`src/rtl/apc_pkg.sv`:
```
package apc_pkg;
    localparam int SRC_W  = 4;
    localparam int DEST_W = 5;
    localparam int PERM_W = 2;
    localparam int RULE_W = 1 + SRC_W + DEST_W + PERM_W;

    typedef enum logic [PERM_W-1:0] {
        PERM_NONE = 2'b00,
        PERM_RD   = 2'b01,
        PERM_RSV  = 2'b10,
        PERM_RW   = 2'b11
    } perm_e;

    typedef struct packed {
        logic              valid;
        logic [SRC_W-1:0]  src;
        logic [DEST_W-1:0] dest;
        logic [PERM_W-1:0] perm;
    } rule_t;
endpackage

```
`src/rtl/apc_rule_table.sv`:
```
module apc_rule_table
    import apc_pkg::*;
#(
    parameter int N_ENT = 16,
    localparam int IDX_W = $clog2(N_ENT)
) (
    input  logic                    clk,
    input  logic                    rst_n,
    input  logic                    wr_en,
    input  logic [IDX_W-1:0]        idx,
    input  rule_t                   wr_rule,
    input  logic                    lock_set,
    output rule_t                   rd_rule,
    output logic                    locked,
    output rule_t [N_ENT-1:0]       rules
);
    typedef struct packed {
        rule_t [N_ENT-1:0] ent;
        logic              lock;
    } tbl_t;

    tbl_t st_d, st_q;

    always_comb begin
        st_d = st_q;
        if (wr_en && !st_q.lock) st_d.ent[idx] = wr_rule;
        if (lock_set) st_d.lock = 1'b1;
    end

    always_ff @(posedge clk or negedge rst_n) begin
        if (!rst_n) st_q <= '0;
        else        st_q <= st_d;
    end

    assign rd_rule = st_q.ent[idx];
    assign locked  = st_q.lock;
    assign rules   = st_q.ent;


    lock_hold_chk: assert property (@(posedge clk) disable iff (!rst_n)
        st_q.lock |=> st_q.lock);

    lock_freeze_chk: assert property (@(posedge clk) disable iff (!rst_n)
        st_q.lock |=> $stable(st_q.ent));
endmodule

```
`config.mk`:
```
export PLATFORM = sky130hd
export DESIGN_NAME = apc_rule_table
export DESIGN_NICKNAME = d
export VERILOG_FILES = /design/src/rtl/apc_pkg.sv /design/src/rtl/apc_rule_table.sv
export SDC_FILE = /design/constraint.sdc
export NUM_CORES = 1
export LEC_CHECK = 0
export ABC_CLOCK_PERIOD_IN_PS = 3700
export BUFFER_PORTS_ARGS = -buffer_cell sky130_fd_sc_hd__buf_4
export CORE_ASPECT_RATIO = 0.9
export CORE_MARGIN = 3
export CORE_UTILIZATION = 51
export CTS_BUF_LIST = sky130_fd_sc_hd__clkbuf_4 sky130_fd_sc_hd__clkbuf_8
export DETAILED_ROUTE_END_ITERATION = 7
export PLACE_DENSITY = 0.77
export SLEW_MARGIN = 25
export SYNTH_ARGS = -nofsm -noshare
export SYNTH_HDL_FRONTEND = slang
export SYNTH_SLANG_ARGS = --single-unit
```
`constraint.sdc`:
```
create_clock -name clk -period 3.7 [get_ports clk]
set_input_delay 0.185 -clock clk [delete_from_list [all_inputs] [get_ports clk]]
set_output_delay 0.185 -clock clk [all_outputs]
set_load 0.01 [all_outputs]
```
# After elaboration in Yosys (flattened, before gate mapping)
# Index checks and enable logic that the tools add are counted.
totals:
  ff_bits: 193
  out_inout_bits: 205
  mem_bits_rw: 0
  in_bits: 20
  latch_bits: 0
  elab_cells: 75
  memories: 0
  rom_bits: 0
op_classes:
  mul: 0
  n_reduce_logical: 3
  magnitude_cmp: 2
  bitwise: 0
  add_sub_neg: 0
  shifts: 0
  n_mux: 5
  n_div: 0
  eq_ne: 0
ops:
  columns: ["op", "count"]
  rows:
  - ["192-bit bitwise mux", 1]
  - ["12-bit binary-select mux with 4-bit select", 1]
  - ["12-bit demux with 4-bit select", 1]
  - ["12-bit 2-to-1 mux", 2]
  - ["4-bit by 5-bit less-than comparator with 1-bit output, second input constant", 1]
  - ["4-bit by 1-bit >= comparator with 1-bit output, second input constant", 1]
  - ["1-bit logical AND", 2]
  - ["1-bit logical NOT", 1]

# Depth between registers and ports, before layout
logic_depth:
  word_depth: 5
  ltp_mapped: 6
  depth_no_buf: 3

# Worst setup path after synthesis
# Ideal clock, no wire load.
synth_path:
  kind: "input port to output port"
  from: "input idx[0]"
  to: "output rd_rule[5] (netlist bit)"
  n_path_buf: 2
  required_time_ns: 3.515
  stages: 5
  setup_slack_ns: 2.062
  t_arrival_ns: 1.453
  cell_sequence: "buf_2 -> buf_2 -> mux4_2 -> a22oi_1 -> nand2_1"
synth_rtl:
  columns: ["element", "line_no", "text"]
  rows:
  - ["start, declared", "apc_rule_table.sv:10", "input logic [IDX_W-1:0] idx,"]
  - ["end, declared", "apc_rule_table.sv:13", "output rule_t rd_rule,"]

==> metrics <==
Post-Syn Instances=542; placed cells=934; die area=18850 sq um; Overall Power=0.003967 W; CTS Buffer Depth=2; Max stage delay on crit path=460 ps; vias in the first global route=5916; Yosys reg bits=193; clk sinks=193; Max-Cap Viols=0; Final GP Congestion=0.8280; Mean Syn Cell Area=16.21 sq um; Synth Area in Compound Gates=0.02050; wire per inst=24.62 um; Synth top area share=0.5495; clock transition at the registers of the reported paths=100 ps; num rows=44; largest net degree at the start of global routing=103; sequential-to-total area share from yosys stat=0.5495; RSZ-0062 raised after global routing=no; main combinational cell family by area after synthesis=multiplexers; Slew Limit Headroom=0.4427; leakage=5.755 nW; Final Hold Fails=0; hold path startpoint=wr_rule[5]; placed inst area=10540 sq um; Slowest cell on crit path=mux4_2; width of the chip=144.4 um; Core ar.=16520 sq um; Setup Viol. Count Final=0; DRC Markers=0; Area Overhead vs Synth=24.91%; initial drt markers=316; status=completed; crit path DAT=2080 ps; initial antenna violation count=0; crit end category=output port; synthesized area=8788 sq um; Filler cells=1238; dpl hpwl=16.28 mm; total negative slack=0 ps; max frequency=442.2 MHz; Clock Skew=13.74 ps; Ys Warns=0; non-filler instance count after layout=967; ratio of cells with drive above 1 in the final layout=0.6684; Vias=5715; Max FO, Critical Path=3; RR Startpoint=locked; Synth Net Count=562; grt total ovfl=0; fin crit share=0.6113; DRT Wirelength=23.81 mm; Req. time, crit path=3510 ps; Worst-Margin Slew=836.0 ps; Design Area, Final=10980 sq um; area leader, netlist=dfrtp_1; Hold Path Sink=rules[65]; post-synthesis cell type count=21; 1st-pass router iterations=4; CTS tree=built; Hold WC Path Type=input port to flop; H-tree depth=4; min Tclk post-route=2262 ps; Die H=130.5 um; adder-cell share of the synthesized area=0; Setup CP Type=flop to output port; postcts setup bufs=0; top cells by area, synth=dfrtp_1 (55%), mux2_2 (23%), mux4_2 (12%); worst r2r path cells=3; hold path depth=2; Worst setup SP type=flop; Top Ports=225; total CTS buffers=17; IO buf count=224; mux cell area share after synthesis=0.3733; crit-path cells=mux4_2 > a22oi_1 > nand2_1 > buf_4; Clock Latency Late Sink=480 ps; Detail Route Antenna Nets=0; Final #Nets=768; DR vias/cell=5.910; WP buf/inv=1; reg-to-reg slack, setup=1640 ps; Total Routing Usage GR=0.2594; Root Buffer=clkbuf_8; worst r2r dst=rules[42]; Starting Density=0.5321; Pins Over Slew Limit=0; Synth Area in Simple Gates=0.02904; Max VDD drop=283.2 uV; ant diodes=0; post-synthesis xor/xnor area fraction=0; worst hold margin=81.57 ps; first-pass GRT wire length=36.07 mm; Top delay family on crit path=multiplexers; Cell Pwr Density=361.4 nW/um^2
worst register-to-register path, cell delays in order (launching register included):
cell     delay, ps
dfrtp_1        460
nor4b_2        370
and3_1         690
mux2_2         410
power by group:
group          total (W)  switching, W  internal [W]  leakage, nW
clock network    0.00143      0.000719      0.000712        0.214
registers        0.00219     0.0000417       0.00215         2.67
logic           0.000342      0.000185      0.000156         2.87
state kept, by name, indices dropped and copies added (netlist names):
register and count:
locked 1, rules 192
per-stage QoR:
stage          setup slack, ps  utilization
6_report                  1438       0.6647
5_1_grt                   1319       0.6647
4_1_cts                   1184       0.6645
3_5_place_dp              1175       0.6383
3_3_place_gp              1225       0.6383
2_1_floorplan             2062            -
what timing repair did:
action,CTS,global route
endpoints found under the hold margin,102,0
hold buffers,2,0
gates resized for setup,0,0
cells in the mapped netlist:
cell type,number
mux4_2,48
buf_4,3
nand4b_4,1
or2_2,1
nor3b_2,2
and2_1,1
or3_4,1
nor4b_2,1
nor2b_1,2
nor2_1,3
buf_6,6
and3_1,1
buf_2,17
and2b_1,4
a22oi_1,24
and4bb_2,2
clkbuf_1,18
dfrtp_1,193
mux2_4,10
nand2_1,22
mux2_2,182
cell usage in the layout, fill, tap and decap left out, drive strengths merged:
cell           n
clkinv         7
dfrtp        193
and2b          4
bufinv         3
or2            1
nor3b          2
a22oi         24
nor2           3
or3            1
and3           1
nor2b          2
nand4b         1
clkbuf        21
nand2         22
mux4          48
mux2         192
clkinvlp       1
and4bb         2
buf          228
and2           1
dlygate4sd3    2
nor4b          1
cell families after synthesis:
logic type,Yosys count
mux,240
flops,193
buf+inv,44
simple gates,41
compound gates,24
layer usage:
metal / routed length [um] / global-route usage / vias up
li1: - / - / 2444
met1: 9954 / 0.3635 / 3039
met2: 11770 / 0.4045 / 214
met3: 1748 / 0.07387 / 18
met4: 335 / 0.06912 / 0
met5: 0 / 0 / -
cell type report:
type,count,area [sq um],area share
timing repair buffer,231,1762,0.1605
sequential,193,4830,0.4399
clock buffer,20,275.3,0.02507
clock inverter,11,136.4,0.01242
multi-input combinational,305,3716,0.3385
tap,207,259.0,0.02359
how the worst max path moves through the flow:
stage	start	end	slack [ps]	depth (start not counted)
6_report	rules[104]	rd_rule[8]	1440	4
5_1_grt	idx[0]	rd_rule[2]	1320	5
4_1_cts	idx[0]	rd_rule[2]	1180	5
3_5_place_dp	idx[0]	rd_rule[2]	1180	5
3_3_place_gp	idx[0]	rd_rule[2]	1230	5
2_1_floorplan	idx[0]	rd_rule[5]	2060	5
(Power assumes the default switching activity.)
